===== config.mk =====
export PLATFORM = sky130hd
export DESIGN_NAME = acc_cpu
export DESIGN_NICKNAME = d
export VERILOG_FILES = /design/src/rtl/acc_cpu_pkg.sv /design/src/rtl/acc_cpu_alu.sv /design/src/rtl/acc_cpu_regs.sv /design/src/rtl/acc_cpu_ctrl.sv /design/src/rtl/acc_cpu.sv
export SDC_FILE = /design/constraint.sdc
export NUM_CORES = 1
export LEC_CHECK = 0
export BUFFER_PORTS_ARGS = -buffer_cell sky130_fd_sc_hd__buf_2
export CAP_MARGIN = 20
export CORE_ASPECT_RATIO = 2
export CORE_MARGIN = 2
export CORE_UTILIZATION = 61
export CTS_BUF_LIST = sky130_fd_sc_hd__clkbuf_4
export CTS_CLUSTER_DIAMETER = 60
export CTS_CLUSTER_SIZE = 20
export DETAILED_ROUTE_END_ITERATION = 10
export GPL_ROUTABILITY_DRIVEN = 0
export MAX_ROUTING_LAYER = met4
export PLACE_DENSITY = 0.8
export SLEW_MARGIN = 20
export SYNTH_ARGS = -nofsm -noshare
export SYNTH_HDL_FRONTEND = slang
export SYNTH_HIERARCHICAL = 1
export SYNTH_SLANG_ARGS = --single-unit

===== constraint.sdc =====
create_clock -name clk -period 5.7 [get_ports clk]
set_input_delay 0.57 -clock clk [delete_from_list [all_inputs] [get_ports clk]]
set_output_delay 0.57 -clock clk [all_outputs]
set_load 0.05 [all_outputs]

===== src/rtl/acc_cpu_pkg.sv =====
package acc_cpu_pkg;

  typedef enum logic [3:0] {
    OP_NOP   = 4'h0,
    OP_LOAD  = 4'h1,
    OP_STORE = 4'h2,
    OP_ADD   = 4'h3,
    OP_SUB   = 4'h4,
    OP_CMP   = 4'h5,
    OP_OR    = 4'h6,
    OP_DEC   = 4'h7,
    OP_NOT   = 4'h8,
    OP_SHL   = 4'h9,
    OP_JMP   = 4'hA,
    OP_JZ    = 4'hB,
    OP_JNZ   = 4'hC,
    OP_RSV0  = 4'hD,
    OP_RSV1  = 4'hE,
    OP_HALT  = 4'hF
  } opcode_e;

  typedef enum logic [1:0] {
    AM_REG = 2'd0,
    AM_IMM = 2'd1,
    AM_DIR = 2'd2,
    AM_IND = 2'd3
  } amode_e;

  typedef enum logic [2:0] {
    ALU_PASS,
    ALU_ADD,
    ALU_SUB,
    ALU_OR,
    ALU_DEC,
    ALU_NOT,
    ALU_SHL
  } alu_op_e;

  typedef enum logic [3:0] {
    S_FETCH,   // issue opcode read
    S_FWAIT,   // wait opcode byte
    S_DECODE,
    S_OPND,    // issue operand byte read
    S_OWAIT,
    S_PTR,     // issue pointer read (indirect)
    S_PWAIT,
    S_DATA,    // issue data read at effective address
    S_DWAIT,
    S_EXEC,
    S_WB,      // issue store write
    S_HALT
  } state_e;

endpackage


===== src/rtl/acc_cpu_alu.sv =====
module acc_cpu_alu
  import acc_cpu_pkg::*;
#(
  parameter int DW = 8
) (
  input  alu_op_e         op,
  input  logic [DW-1:0]   a,
  input  logic [DW-1:0]   b,
  output logic [DW-1:0]   y,
  output logic            zero
);

  always_comb begin
    case (op)
      ALU_ADD: y = a + b;
      ALU_SUB: y = a - b;
      ALU_OR:  y = a | b;
      ALU_DEC: y = a - DW'(1);
      ALU_NOT: y = ~a;
      ALU_SHL: y = {a[DW-2:0], 1'b0};
      default: y = b;
    endcase
  end

  assign zero = (y == '0);

endmodule


===== src/rtl/acc_cpu_regs.sv =====
module acc_cpu_regs #(
  parameter int DW   = 8,
  parameter int NREG = 2,
  localparam int SW  = (NREG > 1) ? $clog2(NREG) : 1
) (
  input  logic          clk,
  input  logic          rst,
  input  logic          we,
  input  logic [SW-1:0] wsel,
  input  logic [DW-1:0] wdata,
  input  logic [SW-1:0] asel,
  input  logic [SW-1:0] bsel,
  output logic [DW-1:0] adata,
  output logic [DW-1:0] bdata
);

  logic [DW-1:0] regs [NREG];

  always_ff @(posedge clk) begin
    for (int i = 0; i < NREG; i++) begin
      if (rst)
        regs[i] <= '0;
      else if (we && wsel == SW'(i))
        regs[i] <= wdata;
    end
  end

  assign adata = regs[asel];
  assign bdata = regs[bsel];

endmodule


===== src/rtl/acc_cpu_ctrl.sv =====
module acc_cpu_ctrl
  import acc_cpu_pkg::*;
#(
  parameter int DW = 8
) (
  input  logic          clk,
  input  logic          rst,
  output logic          req_valid,
  input  logic          req_ready,
  output logic          req_write,
  output logic [DW-1:0] req_addr,
  output logic [DW-1:0] req_wdata,
  input  logic          rsp_valid,
  input  logic [DW-1:0] rsp_data,
  output logic          halted,
  output logic          rd_sel,
  output logic          rs_sel,
  input  logic [DW-1:0] rd_val,
  input  logic [DW-1:0] rs_val,
  output alu_op_e       alu_op,
  output logic [DW-1:0] alu_b,
  input  logic [DW-1:0] alu_y,
  input  logic          alu_zero,
  output logic          reg_we,
  output logic [DW-1:0] reg_wdata
);

  state_e        state;
  logic [DW-1:0] pc, ir, opnd, ea;
  logic          zflag;

  opcode_e op;
  amode_e  mode;
  logic    is_jump, is_bin, is_store, has_opnd, sets_z, writes_rd, take_jump;

  assign op     = opcode_e'(ir[7:4]);
  assign mode   = amode_e'(ir[1:0]);
  assign rd_sel = ir[3];
  assign rs_sel = ir[2];

  assign is_jump  = (op == OP_JMP) || (op == OP_JZ) || (op == OP_JNZ);
  assign is_store = (op == OP_STORE);
  assign is_bin   = (op == OP_LOAD) || (op == OP_ADD) || (op == OP_SUB) ||
                    (op == OP_CMP)  || (op == OP_OR);
  assign has_opnd = is_jump || ((is_bin || is_store) && mode != AM_REG);
  assign sets_z   = (op == OP_ADD) || (op == OP_SUB) || (op == OP_CMP) ||
                    (op == OP_OR)  || (op == OP_DEC) || (op == OP_NOT) ||
                    (op == OP_SHL);
  assign writes_rd = sets_z && (op != OP_CMP) || (op == OP_LOAD);
  assign take_jump = (op == OP_JMP) || (op == OP_JZ && zflag) ||
                     (op == OP_JNZ && !zflag);

  always_comb begin
    case (op)
      OP_ADD:  alu_op = ALU_ADD;
      OP_SUB:  alu_op = ALU_SUB;
      OP_CMP:  alu_op = ALU_SUB;
      OP_OR:   alu_op = ALU_OR;
      OP_DEC:  alu_op = ALU_DEC;
      OP_NOT:  alu_op = ALU_NOT;
      OP_SHL:  alu_op = ALU_SHL;
      default: alu_op = ALU_PASS;
    endcase
  end

  assign alu_b     = (mode == AM_REG) ? rs_val : opnd;
  assign reg_we    = (state == S_EXEC) && writes_rd;
  assign reg_wdata = alu_y;

  // Memory request side
  always_comb begin
    req_valid = 1'b0;
    req_write = 1'b0;
    req_addr  = pc;
    case (state)
      S_FETCH, S_OPND: begin req_valid = 1'b1; req_addr = pc; end
      S_PTR:           begin req_valid = 1'b1; req_addr = opnd; end
      S_DATA:          begin req_valid = 1'b1; req_addr = ea; end
      S_WB:            begin req_valid = 1'b1; req_addr = ea; req_write = 1'b1; end
      default: ;
    endcase
  end
  assign req_wdata = rd_val;
  assign halted    = (state == S_HALT);

  always_ff @(posedge clk) begin
    if (rst) begin
      state <= S_FETCH;
      pc    <= '0;
      ir    <= '0;
      opnd  <= '0;
      ea    <= '0;
      zflag <= 1'b0;
    end else begin
      case (state)
        S_FETCH: if (req_ready) state <= S_FWAIT;
        S_FWAIT: if (rsp_valid) begin
          ir    <= rsp_data;
          pc    <= pc + DW'(1);
          state <= S_DECODE;
        end
        S_DECODE: begin
          if (op == OP_HALT)  state <= S_HALT;
          else if (has_opnd)  state <= S_OPND;
          else                state <= S_EXEC;
        end
        S_OPND: if (req_ready) state <= S_OWAIT;
        S_OWAIT: if (rsp_valid) begin
          opnd <= rsp_data;
          pc   <= pc + DW'(1);
          if (is_jump || mode == AM_IMM) begin
            state <= S_EXEC;
          end else if (mode == AM_DIR) begin
            ea    <= rsp_data;
            state <= is_store ? S_WB : S_DATA;
          end else begin
            state <= S_PTR;
          end
        end
        S_PTR: if (req_ready) state <= S_PWAIT;
        S_PWAIT: if (rsp_valid) begin
          ea    <= rsp_data;
          state <= is_store ? S_WB : S_DATA;
        end
        S_DATA: if (req_ready) state <= S_DWAIT;
        S_DWAIT: if (rsp_valid) begin
          opnd  <= rsp_data;
          state <= S_EXEC;
        end
        S_EXEC: begin
          if (is_jump && take_jump) pc <= opnd;
          if (sets_z) zflag <= alu_zero;
          state <= S_FETCH;
        end
        S_WB:   if (req_ready) state <= S_FETCH;
        S_HALT: state <= S_HALT;
        default: state <= S_FETCH;
      endcase
    end
  end

endmodule


===== src/rtl/acc_cpu.sv =====
module acc_cpu
  import acc_cpu_pkg::*;
#(
  parameter int DW   = 8,
  parameter int NREG = 2
) (
  input  logic          clk,
  input  logic          rst,
  output logic          mem_req_valid,
  input  logic          mem_req_ready,
  output logic          mem_req_write,
  output logic [DW-1:0] mem_req_addr,
  output logic [DW-1:0] mem_req_wdata,
  input  logic          mem_rsp_valid,
  input  logic [DW-1:0] mem_rsp_data,
  output logic          halted
);

  logic          rd_sel, rs_sel, reg_we, alu_zero;
  logic [DW-1:0] rd_val, rs_val, alu_b, alu_y, reg_wdata;
  alu_op_e       alu_op;

  acc_cpu_ctrl #(.DW(DW)) u_ctrl (
    .clk       (clk),
    .rst       (rst),
    .req_valid (mem_req_valid),
    .req_ready (mem_req_ready),
    .req_write (mem_req_write),
    .req_addr  (mem_req_addr),
    .req_wdata (mem_req_wdata),
    .rsp_valid (mem_rsp_valid),
    .rsp_data  (mem_rsp_data),
    .halted    (halted),
    .rd_sel    (rd_sel),
    .rs_sel    (rs_sel),
    .rd_val    (rd_val),
    .rs_val    (rs_val),
    .alu_op    (alu_op),
    .alu_b     (alu_b),
    .alu_y     (alu_y),
    .alu_zero  (alu_zero),
    .reg_we    (reg_we),
    .reg_wdata (reg_wdata)
  );

  acc_cpu_regs #(.DW(DW), .NREG(NREG)) u_regs (
    .clk   (clk),
    .rst   (rst),
    .we    (reg_we),
    .wsel  (rd_sel),
    .wdata (reg_wdata),
    .asel  (rd_sel),
    .bsel  (rs_sel),
    .adata (rd_val),
    .bdata (rs_val)
  );

  acc_cpu_alu #(.DW(DW)) u_alu (
    .op   (alu_op),
    .a    (rd_val),
    .b    (alu_b),
    .y    (alu_y),
    .zero (alu_zero)
  );

endmodule


Word-level counts from Yosys, hierarchy flattened
Memory sizes are Yosys's and may differ from the RTL's. A register that Yosys moved wholly into a read port is not among the register bits. Cells that the tools add are included.

$add $sub $neg: 4. Equal/unequal tests: 46. Mux-type cells: 43. Bitwise operators: 5. Reductions and logical operators: 44.

Operators with widths (count): 8-bit 2-to-1 mux (9); 4-bit 2-to-1 mux (14); 8-bit case mux with 2 select lines (3); 8-bit case mux with 6 select lines (1); 4-bit case mux with 11 select lines (1); 4-bit equality test (second input constant) (10); 4-bit by 3-bit equality test with 1-bit output (second input constant) (8); 2-bit != test (second input constant) (11); 1-bit logical OR (18); 3-bit case mux with 6 select lines (1); 4-bit by 2-bit equality test with 1-bit output (second input constant) (4); 1-bit 2-to-1 mux (14); 3-bit equality test (second input constant) (3); 9-bit AND reduction (1); 8-bit by 1-bit adder with 8-bit output (second input constant) (1); 8-bit adder (1); 4-bit by 1-bit equality test with 1-bit output (second input constant) (2); 1-bit logical AND (8); 8-bit zero test (1); 8-bit NOT (1); 8-bit OR (1); 2-bit OR reduction (4); 8-bit by 1-bit subtractor with 8-bit output (second input constant) (1); 8-bit subtractor (1); 16 further kinds (23).

Bits in registers: 37. RAM bits: 16. Memories: 1.

Memories: u_regs.regs (words 2, width 8, rd ports 2, clocked after Yosys merged registers in 2, wr ports 2, RTL line acc_cpu_regs.sv:17) `logic [DW-1:0] regs [NREG];`.

Logic depth before layout (Yosys ltp)
Gate-level depths: netlist of the first run.

Depth in word-level cells: 15. Mapped depth: 20. Mapped depth without buffers: 17.

Modules after synthesis
The synthesis of the first run kept the hierarchy.

Modules (own cells, without submodules): acc_cpu_ctrl (instances 1, cells an instance 317, area each 2631.3 um^2, seq. area each 740.7 um^2); acc_cpu_alu (instances 1, cells an instance 158, area each 1059.8 um^2, seq. area each 0.0 um^2); acc_cpu_regs (instances 1, cells an instance 63, area each 880.8 um^2, seq. area each 480.5 um^2).

Worst setup path after synthesis of the first run
Ideal clock, no wire load.

Kind: register to register. Start point: reg u_ctrl.ir[6]. End point: reg u_ctrl.zflag. Library setup time: 0.065 ns. Data arrival time: 3.643 ns. Path slack: 1.991 ns. Cell stages (with the launch flop): 18. Path buffers: 4. Clock period less this slack: 3.709 ns. Cell sequence: dfxtp_1 -> buf_6 -> inv_1 -> o32ai_1 -> buf_2 -> buf_1 -> clkbuf_1 -> o21ai_0 -> a22oi_1 -> fa_1 -> mux2_1 -> o221ai_1 -> o21ai_1 -> nor3_1 -> nand4b_1 -> nor4_2 -> mux2i_1 -> nor2_1.

Elaborated cells on any way between the ends: 24. Those cells by class: eq/ne (13); mux (2); reduce/logical (9).

RTL lines: start, declared (RTL line acc_cpu_ctrl.sv:29) `logic [DW-1:0] pc, ir, opnd, ea;`; start signal, assigned (RTL line acc_cpu_ctrl.sv:98) `ir <= rsp_data;`; 4-bit by 3-bit equality test with 1-bit output (RTL line acc_cpu_ctrl.sv:54) `case (op)`; 2-bit OR reduction (no source line); 3-bit case mux with 6 select lines * (RTL line acc_cpu_ctrl.sv:54); via alu_op[1] (RTL line acc_cpu.sv:21) `alu_op_e alu_op;`; 3-bit equality test (tied with other cells) (RTL line acc_cpu_alu.sv:14) `case (op)`; 8-bit case mux with 6 select lines * (RTL line acc_cpu_alu.sv:14); via alu_y[1] (RTL line acc_cpu.sv:20) `logic [DW-1:0] rd_val, rs_val, alu_b, alu_y, reg_wdata;`; 8-bit zero test * (RTL line acc_cpu_alu.sv:25) `assign zero = (y == '0);`; via alu_zero (RTL line acc_cpu.sv:19) `logic rd_sel, rs_sel, reg_we, alu_zero;`; end signal, assigned (RTL line acc_cpu_ctrl.sv:132) `if (sets_z) zflag <= alu_zero;`; end, declared (RTL line acc_cpu_ctrl.sv:30) `logic zflag;`.

The timed path passes the listed nets; every way through them passes the cells marked *. A chain may end at the register's enable or synchronous reset.

Worst setup path in the final report of the first run
Same ends and word-level chain as after synthesis.

==> results of run 1 <==
[synthesized netlist by cell type (7+ instances only)]
master | number | area, um^2
nor2_1 | 67 | 251
nand2_1 | 43 | 161
a21oi_1 | 38 | 190
dfxtp_1 | 37 | 741
mux2i_1 | 31 | 310
buf_4 | 22 | 165
nand2b_1 | 19 | 119
o21ai_0 | 18 | 90.1
edfxtp_1 | 16 | 480
mux2_4 | 16 | 240
nand3_1 | 12 | 60.1
inv_1 | 11 | 41.3
nor2b_1 | 11 | 68.8
a21o_1 | 10 | 75.1
a22oi_1 | 10 | 75.1
buf_6 | 9 | 101
ha_1 | 9 | 113
mux2_2 | 9 | 101
buf_2 | 8 | 40.0
o21ai_1 | 7 | 35.0
[per-stage QoR]
| step | hold slack, ns | std cells | utilization [%] |
|---|---|---|---|
| CTS | 0.443 | 625 | 63.4 |
| global placement | 0.475 | 617 | 62.6 |
| detailed placement | 0.485 | 617 | 62.6 |
| finish | 0.451 | 626 | 63.5 |
| floorplan | 0.461 | 538 | - |
| global route | 0.434 | 626 | 63.5 |
[logic make-up (layout without fill, tap and decap cells)]
logic type | Yosys count | after routing | synth area share, %
AOI/OAI and AO/OA | 142 | 142 | 21.0
xor gates and xnor gates | 9 | 9 | 1.89
adders and majority gates | 10 | 10 | 2.90
buffers and inverters | 61 | 56 | 8.51
DFF | 53 | 53 | 26.7
muxes | 58 | 58 | 15.0
other | 0 | 1 | 0
and+or+nand+nor | 205 | 205 | 24.0
[report_power, final]
part | internal [uW] | switching, uW
logic | 306 | 430
registers | 412 | 81.2
clock network | 54.4 | 126
[worst reg2reg max path, cell delays in order, from the launching register on]
cell	delay, ns
dfxtp_1	0.67
nand3_1	0.23
o21ai_1	0.67
or3b_2	0.58
nand2_1	0.10
ha_1	0.17
inv_1	0.06
fa_1	0.40
a211oi_1	0.32
o21bai_1	0.13
nor3b_1	0.14
a211o_1	0.25
nand4b_1	0.21
nor4_2	0.23
mux2i_1	0.10
nor2_1	0.10
[per-layer routing]
metal / track usage, % / part of all wire (%) / vias up
met5: - / 0 / -
met4: 27.8 / 9.8 / 0
met3: 3.81 / 4.2 / 75
met2: 55.0 / 51 / 180
met1: 30.6 / 35 / 1978
li1: - / - / 1923
[path summary, 6_finish.rpt]
kind	from	to	cells past startpoint
max	u_ctrl/ir[6]	u_ctrl/zflag	15
min	mem_rsp_data[3]	u_ctrl/opnd[3]	3
max reg2reg	u_ctrl/ir[6]	u_ctrl/zflag	15
min reg2reg	u_ctrl/pc[1]	u_ctrl/pc[1]	2
[sequential cells by signal (all words and copies together) (netlist names)]
name,cells
u_ctrl/opnd,8
u_ctrl/state,4
u_regs/regs,16
u_ctrl/ir,8
u_ctrl/zflag,1
u_ctrl/ea,8
u_ctrl/pc,8
[area by class of cell]
cell class,instances,area [um^2],share of cell area [%]
well taps,92,115,2.50
clock inverters,2,13.8,0.298
clock buffers,6,45.0,0.976
flip-flops and latches,53,1220,26.5
diodes,1,2.50,0.0542
multi-input cells,424,2980,64.7
repair buffers,34,180,3.91
inverters,14,52.6,1.14
==> run metrics, run 1 <==
status=finished clean; most common cell after layout, fill and taps aside=nor2_1; Fin. Hold Viols=0; Post-CTS Setup Bufs=0; register area share after synthesis=about a quarter; slowest CP cell=dfxtp_1; # fillers=approximately 640; CP required=~6 ns; Starting Density=between 60% and 70%; Setup WS pre-CTS=around 1.4 ns; vias in the first global route=4173; post-route ant nets=0; clk_lat worst skew=0.39 ns; max frequency=between 0.2 and 0.25 GHz; die width=about 65 um; ys async rst share=0%; first-pass GRT wire length=19900 um; Buf+Inv Stages, Crit Path=1; total track usage=between 30 and 40%; Pins Over Slew Limit=0; CP max FO=15; crit path kind=reg -> reg; Critical Path End Type=register; CTS Buf Count=5; die height=approximately 130 um; Yosys Warn Count=6; Slew HR=between 30% and 40%; syn nets=560; Worst Hold Class=in -> reg; VDD IR max=between 100 and 150 uV; Top Family by Delay on Critical Path=simple AND/OR/NAND/NOR gates; crit path time final=about 4.4 ns; clk_skew=0.0197 ns; port buffer count=30; period utilization=77.6%; Residual DRC=0; Unique masters post-synth=85; H-tree depth=2; DRT iter0 DRCs=449; total wire length=approximately 12000 um; core area=7270 um^2; Post-synth EDFFs=16; vias per std cell=between 6 and 7; Tightest Pin Transition=between 0.9 and 1 ns; hold_buf cts=0; Area after DPL=4550 um^2; pwr dens=approximately 310 nW/um^2; drt first pass iters=5; setup_tns=0 ns; max-cap violations=0; post-synthesis cell count=roughly 540; r2r setup slk=1.28 ns; DP HPWL=between 9000 and 10000 um; setup ws final=roughly 1.3 ns; Tot Pwr=1410 uW; num ports=31; clk slew on worst S/H paths=about 0.17 ns; Post-synth top flop=dfxtp_1; Area Overhead vs Synth=0.903%; final setup fails=0; crit path DAT=~4.7 ns; startpoint types=register; CTS sink count=between 50 and 60; CTS tree=yes; layout cells sized above 1=a little under a fifth; Largest stage delay, worst path=between 0.6 and 0.7 ns; largest net degree at the start of global routing=a little under 50; cell area after synthesis=about 4600 um^2; die area=approximately 8200 um^2; Seq cells post-synth=between 50 and 60; critical path, cell by cell=nand3_1, o21ai_1, or3b_2, nand2_1, ha_1, inv_1, fa_1, a211oi_1, o21bai_1, nor3b_1, a211o_1, nand4b_1, nor4_2, mux2i_1, nor2_1; Root Buffer Master=clkbuf_4; routed vias=about 4200; worst-case clock buffer depth=2; initial antenna violation count=1; GRT overflow=0; unrepaired setup endpoints after global routing=no; CTS resizes=0; post-route cell area=around 4600 um^2; Nets=~550; wire per inst=19.8 um; Static Leak=between 0.0015 and 0.002 uW; commonest non-fill, non-tap cells in the layout=nor2_1, nand2_1, a21oi_1; Avg Cell Area, Syn=8.50 um^2; num rows=44
Note: power is estimated with default switching activity, not from simulation.
==> run 2, diff against run 1 <==
Settings changed: CORE_UTILIZATION 61 to 57, PLACE_DENSITY 0.8 to 0.79.
Clock period 5.7 ns to 3.9 ns, I/O delays scaled along.
==> run metrics, run 2 (synthesized netlist as in run 1, its figures left out) <==
period utilization=between 90 and 100%; Slew HR=roughly two fifths; most common cell after layout, fill and taps aside=nor2_1; largest net degree at the start of global routing=33; unrepaired setup endpoints after global routing=no; Tightest Pin Transition=roughly 0.9 ns; vias in the first global route=around 3900; WL met3=a little under 600 um; crit path kind=reg -> reg; num ports=31; antenna fix cells=0; CTS Buf Count=5; crit path time final=between 3 and 4 ns; die area=8800 um^2; Fin. Hold Viols=0; reg2reg start=u_ctrl/ir[5]; post-route cell area=about 4800 um^2; total wire length=~12000 um; vias per std cell=6.45; first-pass GRT wire length=about 19000 um; setup_tns=0 ns; pwr dens=about 450 nW/um^2; CTS tree=yes; max frequency=about 0.27 GHz; Post-Layout Cell Count=645; wire per inst=19.3 um; routed vias=between 4000 and 5000; max-cap violations=0; GRT overflow=0; clk_lat worst skew=between 0.4 and 0.5 ns; layout cells sized above 1=between 20% and 30%; CTS sink count=53; DP HPWL=between 9000 and 10000 um; Critical Path End Type=register; Starting Density=between 50 and 60%; H-tree depth=2; Largest Register=u_regs/regs; worst-case clock buffer depth=2; R2R depth=16; worst r2r dst=u_regs/regs[1][7]; Area Overhead vs Synth=4.63%; startpoint types=register; CP required=approximately 4.2 ns; total track usage=between 20% and 30%; post-route ant nets=0; Tot Pwr=2150 uW; port buffer count=30; Root Buffer Master=clkbuf_4; Worst Hold Class=in -> reg; num rows=46; clk slew on worst S/H paths=0.18 ns; DRT iter0 DRCs=between 300 and 400; Residual DRC=0; commonest non-fill, non-tap cells in the layout=nor2_1, nand2_1, a21oi_1; die height=between 100 and 150 um; die width=67.3 um; Pins Over Slew Limit=0; CP max FO=23; final setup fails=0; top layer in use=met4; Static Leak=approximately 0.0019 uW; placed insts=around 640; crit path capture=u_regs/regs[1][7]; routed length on met1=approximately 4300 um; Area after DPL=about 4700 um^2; routed wl met2=around 6500 um; Nets=570; initial antenna violation count=0; clk_skew=~0.023 ns; drt first pass iters=5; crit path DAT=~4.0 ns; max reg flops=16; core area=7890 um^2; crit path from=u_ctrl/ir[5]; r2r setup slk=around 0.21 ns; hold_buf cts=0; status=finished clean; VDD IR max=about 190 uV
## run 2: area by class of cell
type | instances | area (um^2)
Sequential cell | 53 | 1230
Multi-Input combinational cell | 424 | 3020
Inverter | 14 | 52.6
Tap cell | 96 | 120
Fill cell | 686 | 3100
Clock inverter | 3 | 23.8
Clock buffer | 5 | 37.5
Timing Repair Buffer | 50 | 304
## run 2: through the flow
stage / worst slack (ns) / util, % / hold WS [ns]
after floorplan: 0.191 / - / 0.461
after global placement: 0.0687 / 59.3 / 0.474
after detailed placement: 0.0980 / 59.3 / 0.488
after CTS: 0.0544 / 60.1 / 0.239
after global routing: 0.000136 / 60.7 / 0.241
final: 0.210 / 60.7 / 0.234
## run 2: worst max-delay path: stages, from the launching register on
cell      delay, ns
dfxtp_2        0.39
nor2_1         0.16
nand2_1        0.16
o21ai_1        0.16
buf_6          0.23
xnor2_1        0.16
or2_2          0.35
o21ai_0        0.09
mux2_2         0.35
ha_1           0.34
o2111a_1       0.26
o211ai_1       0.15
a21o_1         0.18
mux2i_1        0.24
nand2b_1       0.15
nand2b_1       0.07
nor2_1         0.10
## run 2: routing by layer
metal,global-route usage [%],vias to the layer above
li1,-,1964
met1,27.7,1956
met2,52.0,183
met3,4.54,58
met4,25.6,0
met5,-,-
## run 2: how the worst min path moves through the flow
stage	startpoint	to	slack, ns	cells past startpoint
after floorplan	u_ctrl/ea[0]	u_ctrl/ea[0]	0.46	2
after global placement	u_ctrl/ea[0]	u_ctrl/ea[0]	0.47	2
after detailed placement	u_ctrl/pc[1]	u_ctrl/pc[1]	0.49	2
after CTS	mem_rsp_data[1]	u_ctrl/ea[1]	0.24	3
after global routing	mem_rsp_data[3]	u_ctrl/opnd[3]	0.24	3
final	mem_rsp_data[1]	u_ctrl/ea[1]	0.23	3
## run 2: power breakdown
group	leakage [uW]	switching, uW	total, uW	internal [uW]
Combinational	0.00137	691	1190	503
Sequential	0.000466	77.7	681	603
Clock	0.0000365	200	276	75.9
Total	0.00187	968	2150	1180
## run 2: repair_timing
item	4_1_cts	5_1_grt
setup buffers	0	0
endpoints found under the setup margin	0	7
resized for setup	0	13
endpoints found under the hold margin	0	0
